### src/rtl/rxft_pkg.sv
package rxft_pkg;

   // Timer phases: no data, counting milliseconds, request issued and waiting.
   typedef enum logic [1:0] {
      PH_IDLE  = 2'd0,
      PH_COUNT = 2'd1,
      PH_WAIT  = 2'd2
   } rxft_phase_e;

   // A zero timeout is meaningless; store the shortest legal value instead.
   function automatic logic [7:0] clamp_timeout(input logic [7:0] raw);
      return (raw == 8'd0) ? 8'd1 : raw;
   endfunction

endpackage

### src/rtl/rxft_ms_tick.sv
module rxft_ms_tick #(
   parameter int unsigned CLK_PER_MS   = 48000,
   parameter bit          USE_EXT_TICK = 1'b0
) (
   input  logic clk,
   input  logic rst_n,
   input  logic run_i,
   input  logic ext_tick_i,
   output logic tick_o
);

   if (CLK_PER_MS < 2) begin : g_bad_div
      $error("rxft_ms_tick: CLK_PER_MS must be at least 2");
   end

   if (USE_EXT_TICK) begin : g_ext
      // Tick supplied from outside; granularity is one tick period.
      assign tick_o = run_i & ext_tick_i;
   end else begin : g_div
      localparam int unsigned PRE_W = $clog2(CLK_PER_MS);
      localparam logic [PRE_W-1:0] PRE_LAST = PRE_W'(CLK_PER_MS - 1);

      logic             unused_ext;
      logic [PRE_W-1:0] pre_q;

      assign unused_ext = ext_tick_i;

      // Divider is held at zero while the timer is not counting, so every
      // restart yields an exact millisecond boundary.
      always_ff @(posedge clk or negedge rst_n) begin
         if (!rst_n) begin
            pre_q <= '0;
         end else if (!run_i) begin
            pre_q <= '0;
         end else if (pre_q == PRE_LAST) begin
            pre_q <= '0;
         end else begin
            pre_q <= pre_q + 1'b1;
         end
      end

      assign tick_o = run_i & (pre_q == PRE_LAST);

      AST_TICK_SPACED: assert property (@(posedge clk) disable iff (!rst_n)
         tick_o |=> !tick_o) else $error("tick on consecutive cycles");
   end

endmodule

### src/rtl/rxft_timeout_reg.sv
module rxft_timeout_reg
   import rxft_pkg::*;
#(
   parameter int unsigned TO_W       = 8,
   parameter int unsigned DEFAULT_TO = 16
) (
   input  logic            clk,
   input  logic            rst_n,
   input  logic            wr_i,
   input  logic [TO_W-1:0] data_i,
   output logic [TO_W-1:0] timeout_o
);

   if (TO_W != 8) begin : g_bad_width
      $error("rxft_timeout_reg: timeout field is 8 bits wide");
   end
   if (DEFAULT_TO < 1 || DEFAULT_TO > 255) begin : g_bad_default
      $error("rxft_timeout_reg: DEFAULT_TO out of 1..255");
   end

   logic [TO_W-1:0] to_q;

   always_ff @(posedge clk or negedge rst_n) begin
      if (!rst_n) begin
         to_q <= TO_W'(DEFAULT_TO);
      end else if (wr_i) begin
         to_q <= clamp_timeout(data_i);
      end
   end

   assign timeout_o = to_q;

   AST_TO_NONZERO: assert property (@(posedge clk) disable iff (!rst_n)
      to_q != '0) else $error("stored timeout is zero");

   AST_TO_HOLD: assert property (@(posedge clk) disable iff (!rst_n)
      !$past(wr_i) |-> $stable(to_q)) else $error("timeout changed without write");

endmodule

### src/rtl/rxft_ms_counter.sv
module rxft_ms_counter
   import rxft_pkg::*;
#(
   parameter int unsigned TO_W = 8
) (
   input  logic            clk,
   input  logic            rst_n,
   input  logic            pending_i,
   input  logic            restart_i,
   input  logic            tick_i,
   input  logic [TO_W-1:0] timeout_i,
   output logic            run_o,
   output logic            flush_req_o
);

   rxft_phase_e     phase_q;
   logic [TO_W-1:0] ms_q;
   logic            req_q;
   logic [TO_W:0]   ms_next;
   logic            expire;

   assign ms_next = {1'b0, ms_q} + 1'b1;
   // >= so that a timeout lowered mid-count still expires on the next tick
   assign expire  = tick_i && (ms_next >= {1'b0, timeout_i});

   always_ff @(posedge clk or negedge rst_n) begin
      if (!rst_n) begin
         phase_q <= PH_IDLE;
         ms_q    <= '0;
         req_q   <= 1'b0;
      end else begin
         req_q <= 1'b0;
         if (!pending_i) begin
            // Empty buffer: nothing to send, drop any count in progress
            phase_q <= PH_IDLE;
            ms_q    <= '0;
         end else if (restart_i) begin
            phase_q <= PH_COUNT;
            ms_q    <= '0;
         end else begin
            unique case (phase_q)
               PH_IDLE: begin
                  phase_q <= PH_COUNT;
                  ms_q    <= '0;
               end
               PH_COUNT: begin
                  if (expire) begin
                     req_q   <= 1'b1;
                     phase_q <= PH_WAIT;
                     ms_q    <= '0;
                  end else if (tick_i) begin
                     ms_q <= ms_next[TO_W-1:0];
                  end
               end
               PH_WAIT: begin
                  ms_q <= '0;
               end
               default: begin
                  phase_q <= PH_IDLE;
                  ms_q    <= '0;
               end
            endcase
         end
      end
   end

   assign run_o       = pending_i && !restart_i && (phase_q == PH_COUNT);
   assign flush_req_o = req_q;

   AST_REQ_ONE_CYCLE: assert property (@(posedge clk) disable iff (!rst_n)
      flush_req_o |=> !flush_req_o) else $error("request longer than one cycle");

   AST_NO_REQ_EMPTY: assert property (@(posedge clk) disable iff (!rst_n)
      flush_req_o |-> $past(pending_i)) else $error("request with empty buffer");

   AST_RESTART_CLEARS: assert property (@(posedge clk) disable iff (!rst_n)
      $past(restart_i && pending_i) |-> (ms_q == '0 && !flush_req_o)) else $error("restart did not clear");

   AST_WAIT_QUIET: assert property (@(posedge clk) disable iff (!rst_n)
      (phase_q == PH_WAIT) |=> !flush_req_o) else $error("second request while waiting");

endmodule

### src/rtl/rxflush_timer.sv
module rxflush_timer
   import rxft_pkg::*;
#(
   parameter int unsigned CLK_PER_MS   = 48000,
   parameter bit          USE_EXT_TICK = 1'b0,
   parameter int unsigned TO_W         = 8,
   parameter int unsigned DEFAULT_TO   = 16,
   parameter int unsigned BUF_DEPTH    = 384,
   localparam int unsigned LVL_W       = $clog2(BUF_DEPTH + 1)
) (
   input  logic             clk,
   input  logic             rst_n,
   input  logic             ext_tick_i,
   input  logic             cfg_wr_i,
   input  logic [TO_W-1:0]  cfg_timeout_i,
   input  logic [LVL_W-1:0] buf_level_i,
   input  logic             byte_wr_i,
   input  logic             flush_ack_i,
   output logic             flush_req_o
);

   if (BUF_DEPTH < 1) begin : g_bad_depth
      $error("rxflush_timer: BUF_DEPTH must be positive");
   end

   logic            pending;
   logic            restart;
   logic            run;
   logic            tick;
   logic [TO_W-1:0] timeout;

   assign pending = (buf_level_i != '0);
   assign restart = byte_wr_i | flush_ack_i;

   rxft_timeout_reg #(
      .TO_W       (TO_W),
      .DEFAULT_TO (DEFAULT_TO)
   ) u_to_reg (
      .clk       (clk),
      .rst_n     (rst_n),
      .wr_i      (cfg_wr_i),
      .data_i    (cfg_timeout_i),
      .timeout_o (timeout)
   );

   rxft_ms_tick #(
      .CLK_PER_MS   (CLK_PER_MS),
      .USE_EXT_TICK (USE_EXT_TICK)
   ) u_tick (
      .clk        (clk),
      .rst_n      (rst_n),
      .run_i      (run),
      .ext_tick_i (ext_tick_i),
      .tick_o     (tick)
   );

   rxft_ms_counter #(
      .TO_W (TO_W)
   ) u_cnt (
      .clk         (clk),
      .rst_n       (rst_n),
      .pending_i   (pending),
      .restart_i   (restart),
      .tick_i      (tick),
      .timeout_i   (timeout),
      .run_o       (run),
      .flush_req_o (flush_req_o)
   );

   AST_FULL_PENDING: assert property (@(posedge clk) disable iff (!rst_n)
      (buf_level_i == LVL_W'(BUF_DEPTH)) |-> pending) else $error("full level not pending");

endmodule

### config.mk
export PLATFORM = sky130hd
export DESIGN_NAME = rxflush_timer
export DESIGN_NICKNAME = d
export VERILOG_FILES = /design/src/rtl/rxft_pkg.sv /design/src/rtl/rxft_ms_tick.sv /design/src/rtl/rxft_timeout_reg.sv /design/src/rtl/rxft_ms_counter.sv /design/src/rtl/rxflush_timer.sv
export SDC_FILE = /design/constraint.sdc
export NUM_CORES = 1
export LEC_CHECK = 0
export BUFFER_PORTS_ARGS = -buffer_cell sky130_fd_sc_hd__buf_2
export CAP_MARGIN = 20
export CELL_PAD_IN_SITES_DETAIL_PLACEMENT = 0
export CELL_PAD_IN_SITES_GLOBAL_PLACEMENT = 1
export CORE_ASPECT_RATIO = 0.7
export CORE_MARGIN = 2
export CORE_UTILIZATION = 46
export CTS_BUF_LIST = sky130_fd_sc_hd__clkbuf_16
export DETAILED_ROUTE_END_ITERATION = 10
export GPL_ROUTABILITY_DRIVEN = 0
export MAX_ROUTING_LAYER = met4
export PLACE_DENSITY = 0.83
export SLEW_MARGIN = 40
export SYNTH_ARGS = -nofsm -noshare
export SYNTH_HDL_FRONTEND = slang
export SYNTH_SLANG_ARGS = --single-unit
### constraint.sdc
create_clock -name clk -period 4.45 [get_ports clk]
set_clock_uncertainty 0.2 [all_clocks]
set_input_delay 0.89 -clock clk [delete_from_list [all_inputs] [get_ports clk]]
set_output_delay 0.89 -clock clk [all_outputs]
set_load 0.03 [all_outputs]
=== Word level (Yosys, flattened, before mapping) ===
Cells that the tools add are included.

* Register bits: 35
* Bits of input ports: 23
* Output and inout port bits: 1

* Order comparisons: 1
* Equality and inequality tests: 6
* Bitwise logic cells: 2
* Reduce and logical (&&, ||, !) cells: 8
* $add $sub $neg: 2
* Mux-type cells: 16

{| class="wikitable"
|+ Operators by type and width
! operator !! number
|-
| $mux W8 || 6
|-
| $mux W16 || 2
|-
| $add A16 B1 Y16 const B || 1
|-
| $eq A16 B16 Y1 const B || 1
|-
| $add A8 B1 Y9 const B || 1
|-
| $ge A9 B8 Y1 || 1
|-
| $reduce_bool A9 Y1 || 1
|-
| $logic_not A8 Y1 || 1
|-
| $mux W2 || 3
|-
| $pmux W2 S3 || 1
|-
| $ne A5 B5 Y1 const B || 1
|-
| $mux W1 || 4
|-
| $ne A4 B4 Y1 const B || 1
|-
| $logic_and A1 B1 Y1 || 3
|-
| $ne A3 B3 Y1 const B || 1
|-
| $eq A2 B1 Y1 const B || 1
|-
| $eq A2 B2 Y1 const B || 1
|-
| $logic_not A2 Y1 || 1
|-
| $reduce_and A2 Y1 || 1
|-
| $and A1 B1 Y1 || 1
|-
| $logic_not A1 Y1 || 1
|-
| $or A1 B1 Y1 || 1
|}

=== Depth between registers and ports, before layout ===
Gate-level depths: netlist of run 1.

* Depth after elaboration: 10
* Depth in mapped cells: 10
* Mapped depth without buffers: 9

=== Hierarchy ===
Synthesis of run 1 repeated with hierarchy kept, for this count alone.

* Cell total of the unflattened synthesis: 200
* Area total of the unflattened synthesis: 2040.7 µm²

{| class="wikitable"
|+ Modules (own cells, without submodules)
! module !! seq. area each (µm²) !! times used !! area each (µm²) !! cells each
|-
| rxft_ms_counter || 275.3 || 1 || 862.1 || 93
|-
| rxft_ms_tick || 400.4 || 1 || 828.3 || 82
|-
| rxft_timeout_reg || 201.4 || 1 || 324.1 || 20
|-
| rxflush_timer || 0.0 || 1 || 26.3 || 5
|}

=== Least setup slack after synthesis of run 1 ===
Ideal clock, no wire load.

* Path type: register to register
* Start point: reg u_cnt.ms_q[0]
* End point: reg u_cnt.ms_q[6]
* Arrival time: 2.371 ns
* Path buffers: 0
* Cell stages (with the launch flop): 10
* Path slack: 1.797 ns
* Data required time: 4.168 ns
* Library setup time: 0.082 ns
* Cell sequence: dfrtp_1 ha_1 nand3_1 xnor2_1 ha_1 a21o_1 a221o_1 a21oi_1 or4b_1 a31oi_1

* Word-level cells in the longest chain between the ends: 7

{| class="wikitable"
|+ RTL lines
! item !! RTL line !! text
|-
| start: declaration || rxft_ms_counter.sv:17 || <nowiki>logic [TO_W-1:0] ms_q;</nowiki>
|-
| start signal: assignment || rxft_ms_counter.sv:52 || <nowiki>ms_q <= ms_next[TO_W-1:0];</nowiki>
|-
| $add A8 B1 Y9 (*) || rxft_ms_counter.sv:22 || <nowiki>assign ms_next = {1'b0, ms_q} + 1'b1;</nowiki>
|-
| $ge A9 B8 Y1 || rxft_ms_counter.sv:24 || <nowiki>assign expire = tick_i && (ms_next >= {1'b0, timeout_i});</nowiki>
|-
| $logic_and A1 B1 Y1 || rxft_ms_counter.sv:24 ||
|-
| $mux W8 || rxft_ms_counter.sv:47 || <nowiki>if (expire) begin</nowiki>
|-
| $mux W8 || rxft_ms_counter.sv:41 || <nowiki>unique case (phase_q)</nowiki>
|-
| $mux W8 || rxft_ms_counter.sv:37 || <nowiki>end else if (restart_i) begin</nowiki>
|-
| $mux W8 || rxft_ms_counter.sv:33 || <nowiki>if (!pending_i) begin</nowiki>
|}

Mark *: on every way between the ends. The rest lies on a longest branch, timed or not. The select of a mux whose other input is x is not followed.
A chain may end at the register's enable or synchronous reset.

=== Worst setup path in the final report of run 1 ===
Ends and elaborated chain as after synthesis.

==> results of run 1 <==
[registers in the layout, indices dropped and copies added, names as in the netlist]
signal,cells
u_cnt.flush_req_o,1
u_cnt.ms_q,8
u_cnt.phase_q,2
u_tick.g_div.pre_q,16
u_to_reg.timeout_o,8
[placed cells by master (no fill, tap or decap), types with 2 or more instances in the layout]
master / instances
nor2_1: 25
a31oi_1: 2
xor2_1: 9
buf_2: 21
clkinvlp_4: 2
clkbuf_16: 5
nor2b_1: 4
a21o_1: 2
xnor2_1: 11
nor3_4: 2
nand4b_1: 2
inv_1: 8
ha_1: 10
buf_4: 3
and2_1: 3
nor3_1: 3
and3_1: 6
nand4_1: 9
a21oi_1: 12
nand2_1: 29
nand3_1: 11
dfrtp_1: 34
o21ai_0: 9
nor4_1: 2
[worst min path at each step]
stage	depth (start not counted)	to	start
after floorplan	1	u_cnt.phase_q[0]$_DFFE_PN0P_	u_cnt.phase_q[0]$_DFFE_PN0P_
after global placement	1	u_cnt.phase_q[0]$_DFFE_PN0P_	u_cnt.phase_q[0]$_DFFE_PN0P_
after detailed placement	1	u_cnt.phase_q[0]$_DFFE_PN0P_	u_cnt.phase_q[0]$_DFFE_PN0P_
after CTS	1	u_cnt.phase_q[0]$_DFFE_PN0P_	u_cnt.phase_q[0]$_DFFE_PN0P_
after global routing	1	u_cnt.phase_q[0]$_DFFE_PN0P_	u_cnt.phase_q[0]$_DFFE_PN0P_
final	1	u_tick.g_div.pre_q[0]$_DFF_PN0_	u_tick.g_div.pre_q[0]$_DFF_PN0_
[routing by layer]
metal,vias up,GRT usage [%],wire length [um]
li1,788,-,-
met1,699,30.31,2127
met2,33,22.18,1424
met3,7,4.601,202
met4,0,7.857,55
met5,-,-,0
[metrics by stage]
step	worst slack (ns)	utilization, %	total power, mW	hold WS (ns)
5_1_grt	1.111	56.86	0.7428	0.3317
6_report	1.335	56.86	0.7084	0.2914
3_5_place_dp	1.385	53.16	0.3780	0.2879
4_1_cts	1.335	56.80	0.7178	0.2950
2_1_floorplan	1.797	-	0.3549	0.2468
3_3_place_gp	1.427	53.16	0.3774	0.2762
[layout make-up]
class                           count  area (um2)
Timing Repair Buffer               24       127.6
Clock buffer                        5       125.1
Sequential cell                    35       877.1
Tap cell                           52       65.06
Inverter                            8       30.03
Fill cell                         369        1723
Multi-Input combinational cell    164        1026
Clock inverter                      3       20.02
[power by group through the flow]
stage                     sequential (mW)  combinational (mW)  clock, mW
final                               0.329              0.0433      0.336
after global routing                0.330              0.0516      0.362
after CTS                           0.329              0.0438      0.345
after detailed placement            0.335              0.0434          0
after global placement              0.334              0.0429          0
after floorplan                     0.334              0.0208          0
[logic make-up (layout without fill, tap and decap cells)]
kind of cell	after synthesis	after routing	share of synthesized area [%]
compound gates	28	28	8.067
xor+xnor	20	20	8.963
fa+ha+maj	10	10	6.402
buf+inv	13	40	2.625
flops	35	35	44.88
simple gates	106	106	29.07
==> impl_metrics.tcl, run 1 <==
set metrics [dict create \
    cp.arrival_ns 3.11 \
    viasPerCell 5.247 \
    crit_end "u_cnt.ms_q[6]$_DFFE_PN0P_" \
    cts_resized 0 \
    grt.overflow.total 0 \
    clockBufferDepth 2 \
    grt_pass1_wl_um 6596 \
    syn_to_final_growth_pct 16.20 \
    rr_endpoint "u_cnt.ms_q[6]$_DFFE_PN0P_" \
    drv_slew 0 \
    endpoint_kind "register" \
    finalInstanceArea_mm2 0.002271 \
    synthTopCellsByArea "dfrtp_1, ha_1, nand2_1" \
    place_area_mm2 0.002123 \
    dp.final_hpwl_um 2831 \
    initial_core_util_pct 48.93 \
    period_share_pct 70.00 \
    p_comb_share_pct 6.1 \
    critPathKind "reg2reg" \
    path_depth 10 \
    die-width_um 81.91 \
    synth_top_area_share_pct 43.53 \
    fin_nets 271 \
    vias 1527 \
    synth_common_cells "dfrtp_1, nand2_1, nor2_1, a21oi_1" \
    min_period_ns 3.115 \
    path_buf_inv 1 \
    powerDensity_mw_per_mm2 311.9 \
    final_antenna_net_count 0 \
    cts_tree "yes" \
    grt_usage_pct 19.01 \
    cts_root_buffer "clkbuf_16" \
    postSynthAreaPerCell_um2 9.219 \
    cts_made_buffers 5 \
    status "complete, no violations" \
    cts_num_sinks 35 \
    p_clk_share_pct 47.4 \
    setup-violations-final 0 \
    synth_area_mm2 0.001954 \
    antenna_found_initial 0 \
    synth_seq_area_share_pct 44.88 \
    coreArea_mm2 0.003994 \
    rsz0062_at_grt "false" \
    cts_max_level 2 \
    max_stage_delay_ns 0.44 \
    die-area_mm2 0.004794 \
    synth_top_area_cell "dfrtp_1" \
    ios 24 \
    tightest_slew_ns 0.5569 \
    switching_share_pct 22.60 \
    tns_ns 0 \
    cts_hold_buf 0 \
    p_switching_mw 0.1601 \
    wirelength_um 3810 \
    synth_cell_types 36 \
    num_rows 19 \
    crit_top_cell "ha_1" \
    seqPwrFrac_pct 46.5 \
    synth_edf_count 0 \
    first_global_vias 1372 \
    synth-async-reset-ratio_pct 100.0 \
    yosys_most_used_dff "dfrtp_1" \
    relSlewSlack_pct 62.87 \
    portBuffers 22 \
    startpoint_type "register" \
    dr.first_iter.drc_count 65 \
    drive_gt1_share_pct 16.32 \
    grt_max_degree 36 \
    synth_most_common_cell "dfrtp_1" \
    drc 0 \
    power.leakage_nw 1.026 \
    rr_worst_depth 10 \
    cp_top_family "simple AND/OR/NAND/NOR gates" \
    dr.pass1.iters 4 \
    r2r_start "u_cnt.ms_q[0]$_DFFE_PN0P_" \
    hold_path.class "reg2reg" \
    max_freq_ghz 0.3210 \
    startpoint "u_cnt.ms_q[0]$_DFFE_PN0P_" \
    die_h_um 58.54 \
    yosysWarningCount 0 \
    cp_max_fo 11 \
    yosys_register_bits 35 \
    hold_viol 0 \
    diodes 0 \
    worst_path_max_delay_cell "or4b_1" \
    post_drt_wl_per_cell_um 13.09 \
    cts_setup_buffers 0 \
    synth_cells 212 \
    worstPathRequired_ns 4.44 \
    synth_nets 245 \
    placedCellCount 283 \
    layout.cells.non_filler 291 \
    max_cap_viol_count 0 \
    cp_cell_sequence "ha_1, nand3_1, xnor2_1, ha_1, and3_1, a221o_1, a21oi_1, buf_4, or4b_1, a31oi_1" \
    p_int_mw 0.5483 \
    reg2reg_slack_ns 1.33 \
    clk-insertion-delay-late_ns 0.28 \
    ir_drop_mv 0.2281 \
    clkTransAtPathRegs_ns 0.05 \
]
Power figures use the tool's default switching activity.
==> inputs of run 2 (changes only) <==
CORE_UTILIZATION = 44   (was 46)
PLACE_DENSITY = 0.8   (was 0.83)
clock period = 3 ns   (was 4.45 ns; I/O delays follow)
==> impl_metrics.tcl, run 2 (same netlist as run 1, synthesis figures left out) <==
set metrics [dict create \
    p_clk_share_pct 51.2 \
    finish.utilization_pct 54.56 \
    dr.first_iter.drc_count 82 \
    portBuffers 22 \
    cts_max_level 2 \
    status "complete, no violations" \
    placedCellCount 287 \
    cp.arrival_ns 2.83 \
    critPathKind "reg2reg" \
    mostFrequentLayoutCells "dfrtp_1, nand2_1, nor2_1, buf_2, a21oi_1" \
    worst_slack_ns 0.1670 \
    post-place-ws_ns 0.08073 \
    antenna_found_initial 0 \
    clk-insertion-delay-late_ns 0.28 \
    grt.overflow.total 0 \
    syn_to_final_growth_pct 20.17 \
    wirelength_um 3913 \
    hold_path.class "in2async" \
    seqPwrFrac_pct 43.1 \
    dr.pass1.iters 4 \
    dp.final_hpwl_um 2859 \
    coreArea_mm2 0.004304 \
    max_cap_viol_count 0 \
    cp_max_fo 4 \
    first_global_vias 1393 \
    finalInstanceArea_mm2 0.002349 \
    cts_root_buffer "clkbuf_16" \
    diodes 0 \
    final_antenna_net_count 0 \
    startpoint_type "register" \
    die-width_um 83.66 \
    regMostFlops "u_tick.g_div.pre_q" \
    worst_path_max_delay_cell "or4b_1" \
    vias 1556 \
    max_stage_delay_ns 0.45 \
    hold_viol 0 \
    cts_tree "yes" \
    grt_usage_pct 18.21 \
    timing.hold.ws_ns 0.05876 \
    ios 24 \
    switching_share_pct 20.87 \
    layout.cells.non_filler 295 \
    clkTransAtPathRegs_ns 0.06 \
    die_h_um 59.76 \
    die-area_mm2 0.004999 \
    p_comb_share_pct 5.7 \
    setup-violations-final 0 \
    powerDensity_mw_per_mm2 482.5 \
    power.leakage_nw 1.061 \
    drive_gt1_share_pct 19.58 \
    min_period_ns 2.833 \
    tightest_slew_ns 0.5579 \
    p_total_mw 1.133 \
    initial_core_util_pct 45.41 \
    final_common_cell "dfrtp_1" \
    drc 0 \
    ir_drop_mv 0.3494 \
    clockBufferDepth 2 \
    cp_cell_sequence "and3_4, nand4_1, xnor2_2, ha_1, and3_1, a221o_1, a21oi_2, or4b_1, a31oi_1" \
    grt_pass1_wl_um 6720 \
    period_share_pct 94.43 \
    cts_made_buffers 5 \
    p_int_mw 0.8966 \
    fin_nets 272 \
    cts_setup_buffers 0 \
    worstPathRequired_ns 3.00 \
    max_freq_ghz 0.3530 \
    place_area_mm2 0.002135 \
    endpoint_kind "register" \
    tns_ns 0 \
    num_rows 20 \
    grt_max_degree 36 \
    drv_slew 0 \
    n_fill_cell 384 \
    viasPerCell 5.275 \
    p_switching_mw 0.2365 \
    relSlewSlack_pct 62.81 \
    largest_reg_flops 16 \
    post_drt_wl_per_cell_um 13.26 \
    cts_num_sinks 35 \
]
[run 2: cell count changes in the layout (fill, tap and decap cells not counted), sizes merged]
cell	delta
clkinvlp	-1
bufinv	+1
clkinv	-1
inv	+1
buf	+1
[run 2: path summary, 6_finish.rpt]
kind                                                 start                           endpoint  slack, ns  depth (start not counted)
max                              u_cnt.ms_q[3]$_DFFE_PN0P_          u_cnt.ms_q[6]$_DFFE_PN0P_       0.17                          9
min                                                  rst_n    u_tick.g_div.pre_q[0]$_DFF_PN0_       0.06                          1
max reg2reg                      u_cnt.ms_q[3]$_DFFE_PN0P_          u_cnt.ms_q[6]$_DFFE_PN0P_       0.17                          9
min reg2reg                u_tick.g_div.pre_q[0]$_DFF_PN0_    u_tick.g_div.pre_q[0]$_DFF_PN0_       0.29                          1
max in group asynchronous                            rst_n  u_to_reg.timeout_o[4]$_DFFE_PN1P_       2.19                          1
min in group clk           u_tick.g_div.pre_q[0]$_DFF_PN0_    u_tick.g_div.pre_q[0]$_DFF_PN0_       0.29                          1
[run 2: layout make-up]
cell class	instances	area (um2)	area share [%]
flip-flops and latches	35	878.3	37.40
repair buffers	25	135.1	5.754
inverters	8	30.03	1.279
clock buffers	5	125.1	5.328
multi-input cells	164	1070	45.55
well taps	55	68.82	2.930
clock inverters	3	41.29	1.758
[run 2: what timing repair did]
item / in CTS / in global routing
hold endpoints to repair: 0 / 0
gates resized for setup: 0 / 9
endpoints found under the setup margin: 0 / 11
hold buffers: 0 / 0
[run 2: worst max-delay path: cells and delay by family, from the launching register on]
family	cells	cell delay (ns)
AOI/OAI and AO/OA	3	0.67
xor gates and xnor gates	1	0.18
adders and majority gates	1	0.29
DFF	1	0.41
and+or+nand+nor	4	1.01
[run 2: layer usage]
| metal | part of all wire [%] | global-route usage (%) |
|---|---|---|
| met5 | 0 | - |
| met2 | 38 | 23.09 |
| met3 | 5.0 | 4.696 |
| met4 | 1.6 | 7.604 |
| met1 | 56 | 27.03 |
[run 2: power groups by stage]
stage          combinational [mW]  sequential [mW]  clock, mW
2_1_floorplan              0.0309            0.496          0
3_3_place_gp               0.0639            0.496          0
3_5_place_dp               0.0648            0.496          0
4_1_cts                    0.0653            0.488      0.592
5_1_grt                    0.0764            0.489      0.614
6_report                   0.0648            0.488      0.580
==> inputs of run 3 (changes only) <==
ABC_AREA = 1   (was default)
CORE_UTILIZATION = 43   (was 44)
PLACE_DENSITY = 0.79   (was 0.8)
SETUP_SLACK_MARGIN = 0.2   (was default)
TNS_END_PERCENT = 100   (was default)
==> impl_metrics.tcl, run 3 <==
set metrics [dict create \
    synth_nets 287 \
    cp.arrival_ns 2.50 \
    synth_seq_area_share_pct 41.85 \
    max_freq_ghz 0.4026 \
    viasPerCell 4.965 \
    status "complete, no violations" \
    layout.cells.non_filler 339 \
    path_buf_inv 1 \
    die-width_um 87.44 \
    seqPwrFrac_pct 46.3 \
    post_drt_wl_per_cell_um 12.49 \
    die_h_um 62.41 \
    critPathKind "reg2reg" \
    dp.final_hpwl_um 3248 \
    fin_nets 314 \
    tightest_slew_ns 0.5449 \
    synth_most_common_cell "nand2_1" \
    yosys_most_used_dff "dfrtp_1" \
    vias 1683 \
    ir_drop_mv 0.2443 \
    drive_gt1_share_pct 17.73 \
    cts_resized 0 \
    period_share_pct 82.79 \
    p_int_mw 0.8115 \
    synth_common_cells "nand2_1, dfrtp_1, inv_1, nor2_1, nand3_1" \
    n_fill_cell 446 \
    cp_max_fo 9 \
    power.leakage_nw 1.201 \
    p_switching_mw 0.2425 \
    finish.utilization_pct 50.71 \
    min_period_ns 2.484 \
    rr_worst_depth 14 \
    mostFrequentLayoutCells "nand2_1, dfrtp_1, inv_1, nor2_1, nand3_1" \
    grt.overflow.total 0 \
    yosys_register_bits 35 \
    syn_to_final_growth_pct 14.45 \
    rsz0062_at_grt "false" \
    synth-async-reset-ratio_pct 100.0 \
    hold_path.class "in2async" \
    postSynthAreaPerCell_um2 8.251 \
    startpoint_type "register" \
    max_stage_delay_ns 0.40 \
    coreArea_mm2 0.004730 \
    synth_cell_types 33 \
    cts_hold_buf 0 \
    die-area_mm2 0.005457 \
    reg2reg_slack_ns 0.52 \
    grt_usage_pct 18.62 \
    synth_top_area_cell "dfrtp_1" \
    final_antenna_net_count 0 \
    cts_num_sinks 35 \
    crit_top_cell "nand2_1" \
    r2r_start "u_cnt.ms_q[0]$_DFFE_PN0P_" \
    synth_area_mm2 0.002096 \
    regArea_um2 877.1 \
    multi_input_comb_area_mm2 0.001075 \
    cp_cell_sequence "ha_1, nand3_1, nor2_1, xor2_1, ha_1, nand2_1, inv_1, nand2_1, nand2_1, nand2_1, nand2_1, nand2_2, nand2_1, nand2_1" \
    tns_ns 0 \
    portBuffers 22 \
    setup-violations-final 0 \
    dr.first_iter.drc_count 47 \
    grt_pass1_wl_um 7638 \
    clockBufferDepth 2 \
    p_clk_share_pct 46.6 \
    synth_cells 254 \
    first_global_vias 1632 \
    ios 24 \
    clkTransAtPathRegs_ns 0.05 \
    worstPathRequired_ns 3.01 \
    diodes 0 \
    cts_max_level 2 \
    largest_reg_flops 16 \
    cts_tree "yes" \
    rr_endpoint "u_cnt.phase_q[0]$_DFFE_PN0P_" \
    placedCellCount 331 \
    switching_share_pct 23.00 \
    antenna_found_initial 0 \
    p_comb_share_pct 7.0 \
    wirelength_um 4235 \
    drv_slew 0 \
    initial_core_util_pct 44.31 \
    synthTopCellsByArea "dfrtp_1, nand2_1, ha_1" \
    yosysWarningCount 0 \
    endpoint_kind "register" \
    cp_top_family "simple AND/OR/NAND/NOR gates" \
    hold_viol 0 \
    synth_edf_count 0 \
    max_cap_viol_count 0 \
    grt_max_degree 36 \
    cts_root_buffer "clkbuf_16" \
    worst_path_max_delay_cell "dfrtp_1" \
    cts_setup_buffers 0 \
    synth_top_area_share_pct 40.60 \
    num_rows 21 \
    regMostFlops "u_tick.g_div.pre_q" \
    dr.pass1.iters 4 \
    powerDensity_mw_per_mm2 439.4 \
    relSlewSlack_pct 63.39 \
    drc 0 \
    cts_made_buffers 5 \
    final_common_cell "nand2_1" \
    p_total_mw 1.054 \
    clk-insertion-delay-late_ns 0.28 \
]
run 3: metrics by stage:
stage          instance area [um2]  setup WS [ns]  hold WS [ns]
2_1_floorplan                 2096         0.8289        0.1044
3_3_place_gp                  2258         0.5705        0.2508
3_5_place_dp                  2258         0.5233        0.2498
4_1_cts                       2396         0.5023        0.2440
5_1_grt                       2399         0.2783        0.1127
6_report                      2399         0.5162       0.07168
run 3: power groups by stage:
stage	Sequential, mW	Clock [mW]	Combinational [mW]
after global placement	0.497	0	0.0743
final	0.488	0.491	0.0742
after detailed placement	0.497	0	0.0752
after floorplan	0.496	0	0.0425
after global routing	0.490	0.524	0.0879
after CTS	0.488	0.497	0.0757
run 3: worst max-delay path by stage:
stage	startpoint	end	slack, ns	depth (start not counted)
after floorplan	u_cnt.ms_q[0]$_DFFE_PN0P_	u_cnt.phase_q[1]$_DFFE_PN0P_	0.83	14
after global placement	u_cnt.ms_q[0]$_DFFE_PN0P_	u_cnt.phase_q[1]$_DFFE_PN0P_	0.57	13
after detailed placement	u_cnt.ms_q[0]$_DFFE_PN0P_	u_cnt.phase_q[1]$_DFFE_PN0P_	0.52	13
after CTS	u_cnt.ms_q[0]$_DFFE_PN0P_	u_cnt.phase_q[0]$_DFFE_PN0P_	0.50	14
after global routing	u_cnt.ms_q[0]$_DFFE_PN0P_	u_cnt.phase_q[0]$_DFFE_PN0P_	0.28	14
final	u_cnt.ms_q[0]$_DFFE_PN0P_	u_cnt.phase_q[0]$_DFFE_PN0P_	0.52	14
run 3: logic make-up after synthesis:
family          Yosys count  share of synthesized area [%]
compound gates           18                          5.493
xor+xnor                 11                          4.597
fa+ha+maj                10                          5.970
buf+inv                  34                          6.865
flops                    35                          41.85
simple gates            146                          35.22
run 3: layout make-up:
cell class / instances / share of cell area, %
clock buffers: 5 / 5.216
clock inverters: 3 / 0.5216
inverters: 32 / 5.216
multi-input cells: 185 / 44.81
flip-flops and latches: 35 / 36.57
well taps: 57 / 2.973
repair buffers: 22 / 4.695
run 3: routing by layer:
metal	wire length (um)	up-vias	GRT usage, %	part of all wire [%]
met1	2348	744	28.78	55
met2	1599	43	23.39	38
met3	257	2	4.491	6.1
met4	29	0	6.346	0.68
li1	-	894	-	-
met5	0	-	-	0
